===== config.mk =====
export PLATFORM = sky130hd
export DESIGN_NAME = fpstat_reg
export DESIGN_NICKNAME = d
export VERILOG_FILES = /design/src/rtl/fpstat_pkg.sv /design/src/rtl/fpstat_exc_merge.sv /design/src/rtl/fpstat_ctrl_dec.sv /design/src/rtl/fpstat_trap.sv /design/src/rtl/fpstat_reg.sv
export SDC_FILE = /design/constraint.sdc
export NUM_CORES = 1
export LEC_CHECK = 0
export BUFFER_PORTS_ARGS = -buffer_cell sky130_fd_sc_hd__buf_2
export CORE_MARGIN = 3
export CORE_UTILIZATION = 41
export DETAILED_ROUTE_END_ITERATION = 7
export MAX_ROUTING_LAYER = met4
export PLACE_DENSITY = 0.95
export SLEW_MARGIN = 20
export SYNTH_ARGS = -nofsm -noshare
export SYNTH_HDL_FRONTEND = slang
export SYNTH_HIERARCHICAL = 1
export SYNTH_SLANG_ARGS = --single-unit

===== constraint.sdc =====
create_clock -name clk -period 2.7 [get_ports clk]
set_clock_uncertainty 0.2 [all_clocks]
set_input_delay 0.135 -clock clk [delete_from_list [all_inputs] [get_ports clk]]
set_output_delay 0.135 -clock clk [all_outputs]
set_load 0.01 [all_outputs]

===== src/rtl/fpstat_pkg.sv =====
package fpstat_pkg;
  localparam int CSR_W     = 32;
  localparam int EXC_W     = 5;
  localparam int RM_LSB    = 0;
  localparam int RM_W      = 2;
  localparam int FLAG_LSB  = 2;
  localparam int EN_LSB    = FLAG_LSB + EXC_W;
  localparam int CAUSE_LSB = EN_LSB + EXC_W;
  localparam int CAUSE_W   = EXC_W + 1;
  localparam int DN_BIT    = CAUSE_LSB + CAUSE_W;
  localparam int VEC_W     = 12;
  localparam int IMPL_W    = DN_BIT + 1;
  localparam logic [CSR_W-1:0] IMPL_MASK = CSR_W'((64'd1 << IMPL_W) - 64'd1);
  localparam logic [RM_W-1:0]  RM_RTZ    = 2'b01;
  localparam logic [EXC_W-1:0] EXC_INEXACT = 5'b00001;
endpackage


===== src/rtl/fpstat_exc_merge.sv =====
module fpstat_exc_merge
  import fpstat_pkg::*;
(
  input  logic [EXC_W-1:0] exc_raw,
  input  logic             approx,
  output logic [EXC_W-1:0] exc_eff
);
  logic none_raised;

  always_comb begin
    none_raised = (exc_raw == '0);
    if (approx && none_raised) exc_eff = EXC_INEXACT;
    else                       exc_eff = exc_raw;
  end
endmodule


===== src/rtl/fpstat_ctrl_dec.sv =====
module fpstat_ctrl_dec
  import fpstat_pkg::*;
(
  input  logic [RM_W-1:0] rm,
  input  logic            dn,
  output logic            round_trunc,
  output logic            flush_denorm
);
  always_comb begin
    round_trunc  = (rm == RM_RTZ);
    flush_denorm = dn;
  end
endmodule


===== src/rtl/fpstat_trap.sv =====
module fpstat_trap
  import fpstat_pkg::*;
#(
  parameter logic [VEC_W-1:0] TRAP_VEC = 12'h120
) (
  input  logic             clk,
  input  logic             rst_n,
  input  logic             op_take,
  input  logic [EXC_W-1:0] cause_new,
  input  logic [EXC_W-1:0] enables,
  output logic             trap_req,
  output logic [VEC_W-1:0] trap_vec
);
  logic             req_d;
  logic [VEC_W-1:0] vec_d;

  always_comb begin
    req_d = op_take && ((cause_new & enables) != '0);
    vec_d = req_d ? TRAP_VEC : '0;
  end

  always_ff @(posedge clk or negedge rst_n) begin
    if (!rst_n) begin
      trap_req <= 1'b0;
      trap_vec <= '0;
    end else begin
      trap_req <= req_d;
      trap_vec <= vec_d;
    end
  end
endmodule


===== src/rtl/fpstat_reg.sv =====
module fpstat_reg
  import fpstat_pkg::*;
#(
  parameter logic [VEC_W-1:0] TRAP_VEC  = 12'h120,
  parameter logic [CSR_W-1:0] RESET_VAL = 32'h0000_0000
) (
  input  logic             clk,
  input  logic             rst_n,
  input  logic             ld_en,
  input  logic [CSR_W-1:0] ld_data,
  input  logic             op_done,
  input  logic [EXC_W-1:0] op_exc,
  input  logic             op_approx,
  output logic [CSR_W-1:0] csr_q,
  output logic             round_trunc,
  output logic             flush_denorm,
  output logic             trap_req,
  output logic [VEC_W-1:0] trap_vec
);
  localparam int CAUSE_PAD = CAUSE_W - EXC_W;

  logic [EXC_W-1:0] exc_eff;
  logic [CSR_W-1:0] csr_d;
  logic             csr_en;
  logic             op_take;

  fpstat_exc_merge u_merge (
    .exc_raw (op_exc),
    .approx  (op_approx),
    .exc_eff (exc_eff)
  );

  always_comb begin
    op_take = op_done && !ld_en;
    csr_en  = ld_en || op_done;
    csr_d   = csr_q;
    if (ld_en) begin
      csr_d = ld_data & IMPL_MASK;
    end else if (op_done) begin
      csr_d[CAUSE_LSB +: CAUSE_W] = {{CAUSE_PAD{1'b0}}, exc_eff};
      csr_d[FLAG_LSB +: EXC_W]    = csr_q[FLAG_LSB +: EXC_W] | exc_eff;
    end
  end

  always_ff @(posedge clk or negedge rst_n) begin
    if (!rst_n)      csr_q <= RESET_VAL & IMPL_MASK;
    else if (csr_en) csr_q <= csr_d;
  end

  fpstat_trap #(.TRAP_VEC(TRAP_VEC)) u_trap (
    .clk       (clk),
    .rst_n     (rst_n),
    .op_take   (op_take),
    .cause_new (exc_eff),
    .enables   (csr_q[EN_LSB +: EXC_W]),
    .trap_req  (trap_req),
    .trap_vec  (trap_vec)
  );

  fpstat_ctrl_dec u_dec (
    .rm           (csr_q[RM_LSB +: RM_W]),
    .dn           (csr_q[DN_BIT]),
    .round_trunc  (round_trunc),
    .flush_denorm (flush_denorm)
  );
endmodule


# Word-level counts from Yosys, hierarchy flattened
# Index checks and enable logic that the tools add are counted.
[word_totals]
inputBits = 42
register_bits = 32
[classes]
eq_ne = 1
muxes = 6
bitwise = 2
reduce_logical = 10
[op_table]
columns = ["op", "count"]
rows = [
  ["two-way mux 5 bit", 3],
  ["two-way mux 6 bit", 2],
  ["two-way mux 9 bit", 1],
  ["AND 5 bit", 1],
  ["logical NOT 5 bit", 1],
  ["bitwise OR 5 bit", 1],
  ["nonzero test 5 bit", 1],
  ["AND reduction 2 bit", 2],
  ["logical AND 1 bit", 3],
  ["equality test 2 x 1 -> 1 bit, second input constant", 1],
  ["nonzero test 2 bit", 1],
  ["logical NOT 1 bit", 1],
  ["logical OR 1 bit", 1],
]

# Logic depth before layout (Yosys ltp)
[depth]
ltp_word = 7
depth_mapped = 4
ltp_nobuf = 4

# By module
# Netlist, hierarchy kept.
[modules_own_cells]
columns = ["mod", "cells_each", "area_per_inst_um2", "instances", "seq_area_each_um2"]
rows = [
  ["fpstat_reg", 78, 888.4, 1, 475.5],
  ["fpstat_trap", 17, 143.9, 1, 25.0],
  ["fpstat_exc_merge", 6, 38.8, 1, 0.0],
  ["fpstat_ctrl_dec", 2, 21.3, 1, 0.0],
]

# Worst setup path before layout
# OpenSTA, ideal clock, no wires.
[synth_timing]
path_kind = "in2reg"
from = "input op_exc[1]"
to = "register u_trap.trap_vec[5]"
required_time_ns = 2.366
setup_ns = 0.134
t_arrival_ns = 1.018
setup_slack_ns = 1.348
cell_stages = 3
cell_sequence = "dlygate4sd3_1 > a222oi_1 > a21boi_1"
[synth_via]
elab_chain_cells = 7
[synth_rtl]
columns = ["item", "line", "rtl"]
rows = [
  ["from (decl)", "fpstat_reg.sv:12", "input logic [EXC_W-1:0] op_exc,"],
  ["logical NOT 5 bit", "fpstat_exc_merge.sv:11", "none_raised = (exc_raw == '0);"],
  ["logical AND 1 bit", "fpstat_exc_merge.sv:12", "if (approx && none_raised) exc_eff = EXC_INEXACT;"],
  ["two-way mux 5 bit (*)", "fpstat_exc_merge.sv:12", ""],
  ["AND 5 bit (*)", "fpstat_trap.sv:18", "req_d = op_take && ((cause_new & enables) != '0);"],
  ["nonzero test 5 bit (*)", "fpstat_trap.sv:18", ""],
  ["logical AND 1 bit (*)", "fpstat_trap.sv:18", ""],
  ["net u_trap.req_d", "fpstat_trap.sv:14", "logic req_d;"],
  ["two-way mux 9 bit (*)", "fpstat_trap.sv:19", "vec_d = req_d ? TRAP_VEC : '0;"],
  ["to (signal assigned)", "fpstat_trap.sv:28", "trap_vec <= vec_d;"],
  ["to (decl)", "fpstat_trap.sv:12", "output logic [VEC_W-1:0] trap_vec"],
]
# Mark *: on every way through the listed nets, which the timed path passes. The rest lies on a longest branch.
# A chain may end at the register's enable or synchronous reset.

# Worst setup path after layout
[layout_timing]
from = "input op_exc[1]"
to = "register csr_q[2]"
[layout_via]
elab_chain_cells = 6
[layout_rtl]
columns = ["item", "line", "rtl"]
rows = [
  ["logical NOT 5 bit", "fpstat_exc_merge.sv:11", ""],
  ["logical AND 1 bit", "fpstat_exc_merge.sv:12", ""],
  ["two-way mux 5 bit", "fpstat_exc_merge.sv:12", ""],
  ["net exc_eff[0]", "fpstat_reg.sv:22", "logic [EXC_W-1:0] exc_eff;"],
  ["bitwise OR 5 bit", "fpstat_reg.sv:41", "csr_d[FLAG_LSB +: EXC_W] = csr_q[FLAG_LSB +: EXC_W] | exc_eff;"],
  ["two-way mux 5 bit", "fpstat_reg.sv:39", "end else if (op_done) begin"],
  ["two-way mux 5 bit", "fpstat_reg.sv:37", "if (ld_en) begin"],
  ["to (signal assigned)", "fpstat_reg.sv:46", "if (!rst_n) csr_q <= RESET_VAL & IMPL_MASK;"],
  ["to (signal assigned)", "fpstat_reg.sv:47", "else if (csr_en) csr_q <= csr_d;"],
  ["to (decl)", "fpstat_reg.sv:14", "output logic [CSR_W-1:0] csr_q,"],
]
# The timed path passes the listed nets, and every way through them passes these cells. The select of a mux whose other input is x is not followed.

==> flow_summary.toml <==
[route]
dr.pass1.iters = 6
post-route-drc-count = 0
viasPerCell = 4.46
drtIter0Drc = 20
vias = 910
postRouteAntennaNets = 0
routedWlPerCell_um = 12.8
finalWirelength_um = 2610

[power_and_ir_drop]
worst_ir_drop_vdd_v = 0.000341
powerDensity_nw_per_um2 = 458
p_leak_uw = 0.000800

[status]
outcome = "finished clean"

[synthesis]
yosysWarnings = 6
synth_top_family_by_area = "buffers and inverters"
syn_area_um2 = 1090
synthDistinctLibCells = 24
ys_seq_elements = 20
post-synth-top-count-cell = "buf_4"
synth_edf_count = 0
synthMuxAreaShare = 0.132
synth_top_area_cell = "dfrtp_1"
netlist.area_leader.share = 0.458
synth-xor-area-share = 0
synthSimpleGateAreaFrac = 0.0653
synth_compound_area_frac = 0.110
synth_fa_ha_area_frac = 0
synth-seq-area-share = 0.458
ys.flop_type = "dfrtp_1"
synth_cells = 103
avgSynthCellArea_um2 = 10.6
ys_top_cells_by_area = "dfrtp_1 46%, buf_4 18%, mux2_2 7.2%"
synth_common_cells = "26 x buf_4, 20 x dfrtp_1, 10 x nand2_1"
async_flop_share = 1.00

[critical_path]
cp-start-kind = "input port"
worstPathArrival_ps = 1870
r2r-start = "csr_q[4]$_DFFE_PN0P_"
criticalPathCategory = "input port to flip-flop"
cp.required_ps = 2720
cpPeakStageDelay_ps = 530
crit_slowest_cell = "dlygate4sd3_1"
cp-end-kind = "flip-flop"
worstPathCellList = "dlygate4sd3_1 -> buf_2 -> or4b_1 -> o21bai_1 -> a21oi_1 -> o21ai_0"
crit_path_start = "op_exc[1]"
cp_max_fo = 4

[clocking]
cts_buffer_depth = 2
cts_resized = 0
clk_latency_ps = 290
clk_pin_slew_ps = 110
cts.sinks = 20
htreeDepth = 1
tritoncts = "yes"
cts_inserted_buffers = 3
cts.root.buffer_cell = "clkbuf_4"

[global_routing]
antenna_found_initial = 0
grt_pass1_vias = 935
overflow = 0
track_usage = 0.171
grt_max_degree = 32
grt_pass1_wl_um = 4240

[finish]
nNetsFinal = 217
antenna_cells = 0
syn_to_final_growth_pct = 40.7
layout-drive-gt1-share = 0.379

[die]
core_area_um2 = 2500
die_h_um = 57.6
io_pins = 89
die_w_um = 57.6
die-area_um2 = 3320
row_count = 18
start_util = 0.437

[timing]
slew_headroom = 0.642
whs_ps = 5.64
max_slew.worst_pin.slew_ps = 536
hold_viol_final = 0
rsz0062_at_grt = "no"
worst_slack_ps = 846
fmax_mhz = 539
period_needed_ps = 1850
tns_ps = 0
slew_violations = 0
setup_viol = 0
fin_crit_sh = 0.687

[placed_design]
hpwl_um = 1750
dp_slack_ps = 1070
port_buffers = 52
gp_congestion = 0.712

[worst_hold_path]
holdCritPathClass = "input port to flip-flop"
hp-start = "op_exc[4]"

[flow_run]
drv_cap = 0
-- where the power goes --
group / internal (uW) / switching [uW] / total [uW]
clock: 82.1 / 89.2 / 171
sequential: 327 / 17.4 / 345
combinational: 97.3 / 89.6 / 187
total: 507 / 196 / 703
-- stage by stage --
stage	utilization	area [um2]	total power, uW	std cells
after CTS	0.615	1540	713	204
after floorplan	-	1170	465	124
after detailed placement	0.488	1220	500	172
final	0.615	1540	703	204
after global placement	0.488	1220	495	172
after global routing	0.615	1540	752	204
-- layout by cell type, fill, tap and decap left out, types with 2 or more instances in the layout --
master / n
mux2_2: 7
nand2_1: 10
clkbuf_4: 3
a21oi_1: 5
dlygate4sd3_1: 28
o21ai_1: 2
conb_1: 23
o21ai_0: 7
dfrtp_1: 20
mux2i_1: 5
buf_2: 52
-- worst paths after layout --
check / cells past startpoint / to / slack (ps)
max: 6 / csr_q[2]$_DFFE_PN0P_ / 850
min: 3 / u_trap/trap_vec[5]$_DFF_PN0_ / 6
max reg2reg: 3 / csr_q[4]$_DFFE_PN0P_ / 1190
min reg2reg: 1 / csr_q[10]$_DFFE_PN0P_ / 340
max in group asynchronous: 2 / csr_q[16]$_DFFE_PN0P_ / 1880
min in group asynchronous: 2 / csr_q[13]$_DFFE_PN0P_ / 110
-- logic make-up (layout without fill, tap and decap cells) --
logic type,count (synthesis),count (layout)
AOI/OAI and AO/OA,20,20
muxes,13,13
other,2,23
buffers and inverters,34,84
DFF,20,20
and+or+nand+nor,14,14
-- routing by layer --
| metal | track usage | up-vias | wire length [um] |
|---|---|---|---|
| met4 | 0.0265 | 0 | 9 |
| met1 | 0.177 | 430 | 912 |
| met5 | - | - | 0 |
| met3 | 0.0445 | 2 | 202 |
| li1 | - | 439 | - |
| met2 | 0.327 | 39 | 1490 |
-- flip-flops by register name (all words and copies together) (netlist names) --
name             cells
u_trap/trap_vec      1
csr_q               19
-- worst max-delay path: cells and delay by family --
kind	cells	cell delay [ps]
buffers and inverters	2	680
AOI/OAI and AO/OA	3	530
and+or+nand+nor	1	520
-- what timing repair did --
action,4_1_cts,5_1_grt
buffers inserted,0,0
hold endpoints to repair,40,0
hold buffers,28,0
-- cell type report --
class	count	area, um2
fillers	232	963
well taps	30	37.5
flip-flops and latches	20	500
repair buffers	80	541
clock buffers	4	36.3
multi-input cells	70	422
No activity file was read; power rests on OpenSTA's default activity.
